## config.mk

```make
export PLATFORM = sky130hd
export DESIGN_NAME = keypad_keyid_xlate
export DESIGN_NICKNAME = d
export VERILOG_FILES = /design/src/rtl/keypad_keyid_pkg.sv /design/src/rtl/strobe_sync.sv /design/src/rtl/scan_decoder.sv /design/src/rtl/press_tracker.sv /design/src/rtl/keypad_keyid_xlate.sv
export SDC_FILE = /design/constraint.sdc
export NUM_CORES = 1
export LEC_CHECK = 0
export CORE_AREA = 2 2 57 59
export DETAILED_ROUTE_END_ITERATION = 8
export DIE_AREA = 0 0 59 61
export PLACE_DENSITY = 0.63
export SLEW_MARGIN = 20
export SYNTH_ARGS = -nofsm -noshare
export SYNTH_HDL_FRONTEND = slang
export SYNTH_HIERARCHICAL = 1
export SYNTH_SLANG_ARGS = --single-unit
```

## constraint.sdc

```tcl
create_clock -name clk -period 2.2 [get_ports clk]
set_input_delay 0.22 -clock clk [delete_from_list [all_inputs] [get_ports clk]]
set_output_delay 0.22 -clock clk [all_outputs]
set_load 0.01 [all_outputs]
```

## src/rtl/keypad_keyid_pkg.sv

```systemverilog
// Package: shared key identifier codes and scan-code prefix bytes.
// Assumes PS/2 scan code set 2 coming from the keyboard.
package keypad_keyid_pkg;
    localparam int KEY_W = 5;
    localparam int BYTE_W = 8;
    typedef logic [KEY_W-1:0] key_id_t;
    typedef logic [BYTE_W-1:0] scan_t;

    localparam key_id_t KID_ENTER = 5'h0A;
    localparam key_id_t KID_CLX   = 5'h0B;
    localparam key_id_t KID_PLUS  = 5'h0C;
    localparam key_id_t KID_TIMES = 5'h0D;
    localparam key_id_t KID_POINT = 5'h0E;
    localparam key_id_t KID_CHS   = 5'h1A;
    localparam key_id_t KID_CLR   = 5'h1B;
    localparam key_id_t KID_MINUS = 5'h1C;
    localparam key_id_t KID_DIV   = 5'h1D;
    localparam key_id_t KID_NONE  = 5'h1E;

    localparam scan_t SC_BREAK = 8'hF0;
    localparam scan_t SC_EXT   = 8'hE0;
endpackage

```

## src/rtl/strobe_sync.sv

```systemverilog
// Module: strobe_sync
// Brings an asynchronous strobe into the clk domain through a flop chain.
// Emits a one-cycle pulse on each rising edge of the strobe.
// Assumes the strobe stays high and low for at least two clk cycles each.
module strobe_sync #(
    parameter int STAGES = 2
) (
    input  logic clk,
    input  logic rst_n,
    input  logic strobe_async,
    output logic strobe_rise
);
    logic [STAGES-1:0] chain;
    logic              last_q;

    // Shift the strobe through the synchroniser chain and keep its previous value.
    always_ff @(posedge clk) begin
        if (!rst_n) begin
            chain  <= '0;
            last_q <= 1'b0;
        end else begin
            chain  <= {chain[STAGES-2:0], strobe_async};
            last_q <= chain[STAGES-1];
        end
    end

    // Rising-edge detect on the synchronised strobe.
    always_comb strobe_rise = chain[STAGES-1] & ~last_q;
endmodule

```

## src/rtl/scan_decoder.sv

```systemverilog
// Module: scan_decoder
// Pure lookup from a scan byte, qualified by the extended-prefix flag,
// to a key identifier. Flags whether the code belongs to the calculator set.
module scan_decoder
    import keypad_keyid_pkg::*;
(
    input  logic    ext,
    input  scan_t   code,
    output key_id_t id,
    output logic    valid
);
    // Translate plain or extended codes; anything else is not supported.
    always_comb begin
        id    = KID_NONE;
        valid = 1'b1;
        if (ext) begin
            unique case (code)
                8'h5A:   id = KID_ENTER;
                8'h4A:   id = KID_DIV;
                8'h71:   id = KID_CLX;
                8'h70:   id = KID_CLR;
                default: valid = 1'b0;
            endcase
        end else begin
            unique case (code)
                8'h70:   id = 5'h00;
                8'h69:   id = 5'h01;
                8'h72:   id = 5'h02;
                8'h7A:   id = 5'h03;
                8'h6B:   id = 5'h04;
                8'h73:   id = 5'h05;
                8'h74:   id = 5'h06;
                8'h6C:   id = 5'h07;
                8'h75:   id = 5'h08;
                8'h7D:   id = 5'h09;
                8'h79:   id = KID_PLUS;
                8'h7B:   id = KID_MINUS;
                8'h7C:   id = KID_TIMES;
                8'h71:   id = KID_POINT;
                8'h77:   id = KID_CHS;
                default: valid = 1'b0;
            endcase
        end
    end
endmodule

```

## src/rtl/press_tracker.sv

```systemverilog
// Module: press_tracker
// Follows the prefix bytes and the held-key state. It drives the
// registered key identifier, which is a single-cycle pulse for each new press.
// Assumes byte_evt is one cycle wide and that byte_in is valid while it is high.
module press_tracker
    import keypad_keyid_pkg::*;
(
    input  logic    clk,
    input  logic    rst_n,
    input  logic    byte_evt,
    input  scan_t   byte_in,
    input  key_id_t dec_id,
    input  logic    dec_valid,
    output logic    ext_flag,
    output key_id_t key_id
);
    logic              brk_flag;
    logic              held_vld;
    logic [BYTE_W:0]   held_code;
    logic [BYTE_W:0]   this_code;
    logic              same_as_held;

    // The extended flag is part of a key's identity.
    always_comb begin
        this_code    = {ext_flag, byte_in};
        same_as_held = held_vld && (held_code == this_code);
    end

    // Track prefixes and the held key, and emit identifiers for new presses.
    always_ff @(posedge clk) begin
        if (!rst_n) begin
            ext_flag  <= 1'b0;
            brk_flag  <= 1'b0;
            held_vld  <= 1'b0;
            held_code <= '0;
            key_id    <= KID_NONE;
        end else begin
            key_id <= KID_NONE;
            if (byte_evt) begin
                if (byte_in == SC_BREAK) begin
                    brk_flag <= 1'b1;
                end else if (byte_in == SC_EXT) begin
                    ext_flag <= 1'b1;
                end else begin
                    ext_flag <= 1'b0;
                    brk_flag <= 1'b0;
                    if (brk_flag) begin
                        if (same_as_held) held_vld <= 1'b0;
                    end else if (!same_as_held && dec_valid) begin
                        key_id    <= dec_id;
                        held_vld  <= 1'b1;
                        held_code <= this_code;
                    end
                end
            end
        end
    end
endmodule

```

## src/rtl/keypad_keyid_xlate.sv

```systemverilog
// Module: keypad_keyid_xlate (top)
// Turns PS/2 keypad scan bytes into single-cycle calculator key identifiers.
// Assumes ps2_byte stays stable from before ps2_strobe rises until after it falls.
module keypad_keyid_xlate
    import keypad_keyid_pkg::*;
#(
    parameter int SYNC_STAGES = 2
) (
    input  logic                 clk,
    input  logic                 rst_n,
    input  logic [BYTE_W-1:0]    ps2_byte,
    input  logic                 ps2_strobe,
    output logic [KEY_W-1:0]     key_id
);
    logic    byte_evt;
    logic    ext_flag;
    key_id_t dec_id;
    logic    dec_valid;

    strobe_sync #(.STAGES(SYNC_STAGES)) u_sync (
        .clk          (clk),
        .rst_n        (rst_n),
        .strobe_async (ps2_strobe),
        .strobe_rise  (byte_evt)
    );

    scan_decoder u_dec (
        .ext   (ext_flag),
        .code  (ps2_byte),
        .id    (dec_id),
        .valid (dec_valid)
    );

    press_tracker u_trk (
        .clk       (clk),
        .rst_n     (rst_n),
        .byte_evt  (byte_evt),
        .byte_in   (ps2_byte),
        .dec_id    (dec_id),
        .dec_valid (dec_valid),
        .ext_flag  (ext_flag),
        .key_id    (key_id)
    );
endmodule

```

Yosys cells after proc, flatten, opt, wreduce, memory -nomap -nowiden
Index checks and enable logic that the tools add are counted.
{ "totals": {"ff_bits": 20, "memories": 0, "mem_bits_ro": 0, "latch_bits": 0, "ram_bits": 0} }
{ "classes": {"addsub": 0, "n_mul": 0, "n_div": 0, "n_bitwise": 8, "shifts": 0, "mux": 12, "eq_ne": 22, "reduce_logical": 11, "order_cmp": 0} }
{ "op_table": {"columns": ["op", "n"], "rows": [
  ["8-bit by 7-bit == test with 1-bit output, second input constant", 17],
  ["5-bit case mux with 15 select lines", 1],
  ["5-bit case mux with 4 select lines", 1],
  ["8-bit == test, second input constant", 2],
  ["15-bit OR reduction", 1],
  ["5-bit AND reduction", 2],
  ["9-bit == test", 1],
  ["1-bit 2-to-1 mux", 9],
  ["1-bit NOT", 7],
  ["6-bit OR reduction", 1],
  ["5-bit 2-to-1 mux", 1],
  ["2-bit AND reduction", 2],
  ["4-bit OR reduction", 1],
  ["1-bit logical AND", 2],
  ["2-bit by 1-bit != test with 1-bit output, second input constant", 1],
  ["2-bit != test, second input constant", 1],
  ["2-bit nonzero test", 1],
  ["1-bit AND", 1],
  ["1-bit zero test", 1]
]} }

Depth between registers and ports, before layout
Gate-level depths: netlist of the first run.
{ "depth": {"word_depth": 7, "depth_mapped": 9, "ltp_nobuf": 7} }

By module
Netlist of the first run, hierarchy kept.
{ "by_module_without_submodules": {"columns": ["mod", "area_each_um2", "cells_per_inst", "instances"], "rows": [
  ["press_tracker", 675.6, 61, 1],
  ["scan_decoder", 394.1, 59, 1],
  ["strobe_sync", 92.6, 7, 1]
]} }

Least setup slack after synthesis of the first run
OpenSTA, ideal clock, no wires.
{ "synth_path": {"kind": "input -> register", "startpoint": "in ps2_byte[2]", "endpoint": "reg u_trk.held_code[8]", "arrival_time_ns": 1.767, "cell_stages": 9, "slack_ns": 0.316, "path_buffers": 2, "path_cell_list": "buf_6 -> or3b_4 -> nor3_2 -> o21ai_0 -> nand2b_1 -> nand3_2 -> o21a_1 -> buf_4 -> a22o_1"} }
{ "synth_via": {"elab_chain_cells": 6, "word_cells_on_any_way": 31, "classes_between": "eq/ne (20); mux (3); bitwise (2); reduce/logical (6)"} }
{ "synth_lines": {"columns": ["element", "line_no", "rtl"], "rows": [
  ["start: declaration", "keypad_keyid_xlate.sv:11", "input logic [BYTE_W-1:0] ps2_byte,"],
  ["8-bit by 7-bit == test with 1-bit output, on equally long branches", "scan_decoder.sv:17, scan_decoder.sv:25", null],
  ["15-bit OR reduction (no line) or 4-bit OR reduction (tied branches)", null, null],
  ["1-bit 2-to-1 mux, on equally long branches", "scan_decoder.sv:25, scan_decoder.sv:17", null],
  ["1-bit 2-to-1 mux *", "scan_decoder.sv:16", "if (ext) begin"],
  ["net dec_valid", "keypad_keyid_xlate.sv:18", "logic dec_valid;"],
  ["1-bit logical AND *", "press_tracker.sv:49", "end else if (!same_as_held && dec_valid) begin"],
  ["5-bit AND reduction (no line) *", null, null],
  ["end signal: assignment", "press_tracker.sv:52", "held_code <= this_code;"],
  ["end: declaration", "press_tracker.sv:19", "logic [BYTE_W:0] held_code;"]
]} }
The timed path passes the listed nets; every way through them passes the cells marked *.
A chain may end at the register's enable or synchronous reset.

Worst setup path after layout of the first run
{ "layout_path": {"startpoint": "in ps2_byte[1]", "endpoint": "reg u_trk.held_code[7]"} }
The elaborated chain is that of the path after synthesis.

==> impl_metrics.csv, run 1 <==
group,metric,value,unit
clock_tree,clock_latency,0.29,ns
floorplanning,die_w,59,um
sta,max_freq,493,MHz
grt,antenna_found_initial,0,
critical_path,cp-end-kind,"flip-flop",
final_layout,drive_gt1_share,23.5,%
synth,synth-main-ff-cell,"dfxtp_1",
sta,fin_ws,0.174,ns
final_layout,finish.utilization,52.8,%
critical_path,cp.required,2.40,ns
critical_path,crit_type,"in -> reg",
detailed_routing,drt.antenna.violating_nets,0,
clock_tree,cts_made_buffers,3,
sta,finalHoldViolCount,0,
detailed_routing,vias_per_cell,5.40,
place,hpwlAfterDp,2240,um
clock_tree,cts_root_buffer,"clkbuf_4",
place,gp_congestion,0.780,
clock_tree,htreeDepth,1,
synth,synth_edf_count,0,
run_status,status,"finished, final reports clean",
detailed_routing,vias,1074,
final_layout,stdcell_area,1560,sq um
floorplanning,ios,16,
clock_tree,clkTransAtPathRegs,0.11,ns
sta,slew_headroom,73.0,%
synth,syn_nets,138,
flow_run,cap_violations,0,
synth,synth_warnings,6,
sta,tightest_slew,0.402,ns
detailed_routing,routedWlPerCell,14.2,um
floorplanning,dieArea,3600,sq um
clock_tree,cts_sinks,20,
synth,synth_area,1160,sq um
clock_tree,clk_path_buf_depth,2,
grt,grt_pass1_vias,1087,
clock_tree,cts_tree,"built",
floorplanning,std_cell_rows,20,
grt,grt_start_max_net_pins,14,
sta,final-setup-viol-count,0,
floorplanning,core_area,2950,sq um
final_layout,syn_to_final_growth,34.1,%
synth,syn_avg_cell_area,9.15,sq um
synth,ys_ff_latch,20,
critical_path,start_kind,"primary input",
clock_tree,cts_setup_buffers,0,
critical_path,critical_path.max_stage_delay,0.52,ns
place,placed_area,1510,sq um
sta,fin_crit_sh,92.1,%
clock_tree,ctsResizeCount,0,
sta,whs,0.446,ns
detailed_routing,postRouteWirelength,2820,um
worst_hold_path,hp-class,"reg -> reg",
synth,yosysSeqAreaShare,34.4,%
critical_path,cp.arrival,2.22,ns
sta,finClkSkew,0.00114,ns
synth,synthArstFlopShare,0,%
pwr,power_density,515,nW/um^2
place,dp_slack,-0.141,ns
grt,grt_pass1_wl,4820,um
synth,netlist_instances,127,
final_layout,diodes,0,
detailed_routing,drt_iter0_drc,30,
critical_path,worstPathCellList,"clkdlybuf4s50_1 > or3b_4 > nor3_2 > o21ai_0 > nand2b_1 > nand3_2 > o21a_1 > a22o_1",
pwr,p_leak,0.603,nW
sta,rsz0062_at_grt,"no",
sta,final_max_slew_viol_count,0,
critical_path,critPathMaxFanout,9,
pwr,ir_worst_vdd,0.000232,V
detailed_routing,firstDrtPassIters,4,
clock_tree,ctsHoldBuffers,0,
sta,layout_min_cycle_time,2.03,ns
final_layout,num-fill-cells,295,
grt,grt_usage,18.1,%
grt,overflow,0,
critical_path,cp_slowest_cell,"clkdlybuf4s50_1",
detailed_routing,drc,0,
place,port_buffers,15,
floorplanning,fp.dieH,61,um
floorplanning,initial_core_util,39.4,%
synth,synth_cell_types,42,
final_layout,finish.net_count,178,
[final timing paths]
kind	from	to	slack, ns	depth (start not counted)
setup / recovery	ps2_byte[1]	u_trk/held_code[7]	0.17	8
hold / removal	u_sync/chain[0]	u_sync/chain[1]	0.45	1
setup reg to reg	u_trk/ext_flag	u_trk/held_code[7]	0.30	6
hold reg to reg	u_sync/chain[0]	u_sync/chain[1]	0.45	1
[cells in the final DEF (no fill, tap or decap), types with 4 or more instances in the layout]
cell,synthesis,final
inv_1,5,5
dfxtp_1,20,20
a22o_1,10,10
xnor2_1,7,7
xor2_1,4,4
o21ai_0,11,11
a21oi_1,6,6
clkdlybuf4s50_1,0,15
nand2b_1,10,10
and2_1,5,5
buf_4,1,28
[logic make-up after synthesis]
| family | after synthesis | share of synthesized area (%) |
|---|---|---|
| xor gates and xnor gates | 11 | 8.29 |
| and+or+nand+nor | 42 | 26.6 |
| DFF | 20 | 34.4 |
| buffers and inverters | 13 | 6.57 |
| AOI/OAI and AO/OA | 41 | 24.1 |
[worst max-delay path, delay by kind of cell]
family | cells | cell delay, ns
and+or+nand+nor | 4 | 0.81
AOI/OAI and AO/OA | 3 | 0.66
buffers and inverters | 1 | 0.52
[routing by layer]
| metal | part of all wire, % | track usage, % |
|---|---|---|
| met1 | 45 | 21.1 |
| met3 | 1.9 | 2.56 |
| met2 | 51 | 31.9 |
| met4 | 2.3 | 9.74 |
| met5 | 0 | 0 |
[Yosys cell counts (2+ instances only)]
cell type / n / area share [%]
inv_1: 5 / 1.6
nand2_1: 3 / 0.97
buf_2: 4 / 1.7
a21oi_1: 6 / 2.6
xor2_1: 4 / 3.0
dfxtp_1: 20 / 34
nor4_1: 2 / 1.1
xnor2_1: 7 / 5.3
nand2b_1: 10 / 5.4
and2_1: 5 / 2.7
nand4_1: 2 / 1.1
a22o_1: 10 / 7.5
nand3b_1: 3 / 1.9
nor2b_1: 2 / 1.1
a31oi_1: 2 / 1.1
o22ai_1: 2 / 1.1
o21ai_0: 11 / 4.7
a2bb2oi_1: 2 / 1.5
nor2_1: 2 / 0.65
buf_6: 2 / 1.9
nor3_1: 2 / 0.86
[power breakdown]
part	total [mW]	switching (mW)	internal (mW)
sequential	0.368	0.00219	0.366
clock	0.295	0.111	0.184
combinational	0.139	0.0663	0.0727
total	0.803	0.180	0.623
[metrics by stage]
stage	power, mW	std cells	TNS [ns]
3_3_place_gp	0.512	195	-0.692
4_1_cts	0.812	199	0
5_1_grt	0.841	199	0
3_5_place_dp	0.515	195	-1.30
6_report	0.803	199	0
2_1_floorplan	0.447	127	0
[cell type report]
class | instances | area [sq um] | share of cell area (%)
flip-flops and latches | 20 | 400 | 25.7
well taps | 33 | 41.3 | 2.65
multi-input cells | 94 | 686 | 44.0
clock buffers | 3 | 22.5 | 1.44
repair buffers | 43 | 360 | 23.1
inverters | 5 | 18.8 | 1.20
clock inverters | 1 | 30.0 | 1.93
[state kept, by name, summed over array words and instances (netlist names)]
register,count
u_trk/held_code,9
u_trk/held_vld,1
u_trk/brk_flag,1
u_sync/last_q,1
u_sync/chain,2
u_trk/ext_flag,1
u_trk/key_id,5
Note: power is estimated with default switching activity, not from simulation.
==> run 2: changes to the inputs <==
Settings changed: CORE_AREA 2 2 57 59 to 3 3 58 60, DIE_AREA 0 0 59 61 to 0 0 61 63.
==> run 2 against run 1 <==
Against the previous run: clock skew barely moved; total power rose by 0.74%; worst setup slack got worse by 0.039 ns; critical path depth did not move; clock power rose by 1%; die area rose by 6.8%; combinational power barely moved; sequential share of layout area fell by 0.37 points; register-to-register slack got worse by 0.06 ns; worst hold slack got worse by 0.012 ns; via count rose by 0.56%; first-iteration DRC count rose by 70%; critical path type unchanged; largest cell class unchanged.
==> impl_metrics.csv, run 2 (synthesis gave the netlist of run 1 again) <==
group,metric,value,unit
critical_path,cp_slowest_cell,"clkdlybuf4s50_1",
sta,final_max_slew_viol_count,0,
final_layout,final_cell_count_no_fill,201,
critical_path,reg2regPathDepth,7,
critical_path,crit_type,"in -> reg",
critical_path,r2r-start,"u_trk/ext_flag",
pwr,internal-power,0.624,mW
grt,grt_usage,16.1,%
floorplanning,fp.dieH,63,um
worst_hold_path,hp-class,"in -> reg",
place,port_buffers,15,
floorplanning,core_area,2980,sq um
sta,max_freq,484,MHz
floorplanning,dieArea,3840,sq um
pwr,p_leak,0.623,nW
clock_tree,clkTransAtPathRegs,0.11,ns
grt,grt_pass1_wl,4790,um
detailed_routing,routedWlPerCell,14.2,um
floorplanning,ios,16,
sta,fin_crit_sh,93.9,%
place,placed_area,1520,sq um
critical_path,cp.arrival,2.27,ns
sta,final-setup-viol-count,0,
worst_hold_path,min_path_cells,3,
place,dp_slack,-0.221,ns
critical_path,worst-path-buf-inv,1,
detailed_routing,vias,1080,
grt,grt_start_max_net_pins,14,
pwr,swShare,22.8,%
detailed_routing,vias_per_cell,5.37,
sta,fin_ws,0.135,ns
final_layout,finish.net_count,180,
sta,whs,0.434,ns
floorplanning,std_cell_rows,20,
critical_path,r2r_end,"u_trk/held_code[8]",
worst_hold_path,worstHoldStart,"ps2_byte[2]",
sta,finClkSkew,0.00153,ns
grt,overflow,0,
critical_path,cpLargestDelayFamily,"simple AND/OR/NAND/NOR gates",
clock_tree,htreeDepth,1,
final_layout,syn_to_final_growth,36.1,%
pwr,power_density,511,nW/um^2
pwr,seqPwrFrac,45.7,%
sta,tightest_slew,0.388,ns
pwr,p_comb_share,17.4,%
floorplanning,die_w,61,um
clock_tree,cts_setup_buffers,0,
critical_path,critical_path.max_stage_delay,0.56,ns
run_status,status,"finished, final reports clean",
sta,finalHoldViolCount,0,
final_layout,final_common_cell,"buf_4",
critical_path,worstPathCellList,"clkdlybuf4s50_1 > or3b_4 > nor3_2 > o21ai_0 > nand2b_1 > nand3_2 > o21a_2 > a22o_1",
worst_hold_path,min_to,"u_trk/held_code[2]",
clock_tree,cts_tree,"built",
final_layout,diodes,0,
critical_path,cp.required,2.40,ns
detailed_routing,postRouteWirelength,2850,um
critical_path,cp-end-kind,"flip-flop",
clock_tree,cts_sinks,20,
detailed_routing,drt.antenna.violating_nets,0,
floorplanning,initial_core_util,39.0,%
detailed_routing,drt_iter0_drc,51,
pwr,power.total,0.808,mW
final_layout,drive_gt1_share,25.0,%
detailed_routing,drc,0,
clock_tree,cts_made_buffers,3,
place,gp_congestion,0.861,
final_layout,largestRegisters,"u_trk/held_code: 9 flops, u_trk/key_id: 5 flops, u_sync/chain: 2 flops",
pwr,ir_worst_vdd,0.000277,V
final_layout,final_cell_mix,"buf_4 (29), dfxtp_1 (20), clkdlybuf4s50_1 (14), o21ai_0 (11)",
clock_tree,clk_path_buf_depth,2,
critical_path,start_kind,"primary input",
place,hpwlAfterDp,2130,um
critical_path,reg2reg_slack,0.24,ns
final_layout,finish.utilization,53.1,%
final_layout,top_register,"u_trk/held_code",
final_layout,stdcell_area,1580,sq um
pwr,pwr-share-clk,37.0,%
clock_tree,cts_root_buffer,"clkbuf_4",
critical_path,critPathMaxFanout,9,
grt,antenna_found_initial,0,
clock_tree,clock_latency,0.30,ns
sta,layout_min_cycle_time,2.07,ns
pwr,switching_power,0.184,mW
sta,slew_headroom,73.9,%
flow_run,cap_violations,0,
place,place_inst,197,
sta,tns,0,ns
detailed_routing,firstDrtPassIters,4,
final_layout,largest_reg_flops,9,
grt,grt_pass1_vias,1061,
[run 2: routing by layer]
layer	vias to the layer above	global-route usage, %	part of all wire, %
met5	-	0	0
met4	0	5.69	1.5
met3	5	1.86	3.4
met2	25	26.7	48
met1	505	20.7	47
li1	545	-	-
[run 2: area by class of cell]
cell class | instances | area (sq um)
tap | 33 | 41.3
sequential | 20 | 400
fill | 269 | 1400
multi-input combinational | 94 | 687
inverter | 5 | 18.8
clock buffer | 3 | 22.5
timing repair buffer | 45 | 382
clock inverter | 1 | 30.0
[run 2: power by group through the flow]
stage,Sequential (mW),Combinational [mW],Clock (mW)
after global placement,0.377,0.136,0
final,0.369,0.140,0.299
after floorplan,0.377,0.0704,0
after CTS,0.369,0.140,0.297
after global routing,0.370,0.153,0.314
after detailed placement,0.377,0.139,0
[run 2: worst max-delay path by stage]
stage	startpoint	endpoint	slack (ns)	cells past startpoint
final	ps2_byte[1]	u_trk/held_code[8]	0.13	8
after detailed placement	ps2_byte[1]	u_trk/held_code[6]	-0.22	8
after CTS	ps2_byte[1]	u_trk/held_code[8]	0.09	8
after global placement	ps2_byte[5]	u_trk/held_code[2]	-0.17	8
after floorplan	ps2_byte[2]	u_trk/held_code[8]	0.32	9
after global routing	ps2_byte[1]	u_trk/held_code[2]	-0.0003	9
[run 2: what timing repair did]
| action | CTS | global route |
|---|---|---|
| gates resized for setup | 0 | 3 |
| endpoints found under the setup margin | 0 | 9 |
| hold buffers | 0 | 0 |
[run 2: worst reg2reg max path, cell delays in order, from the launching register on]
cell and delay, ns:
dfxtp_1 0.42, nand4bb_1 0.26, a21oi_1 0.19, and3_1 0.20, nand2b_1 0.15, nand3_2 0.11, o21a_2 0.28, a22o_1 0.25
==> run 3: changes to the inputs <==
Settings changed: MAX_ROUTING_LAYER set to met4.
==> results of run 3 <==
Same layout as run 2: the final DEF is identical, and so are final timing and power.
Among the figures that moved: final weighted congestion in routability-driven placement 0.861 -> 0.875; overall routing resource usage 16.1% -> 16.5%
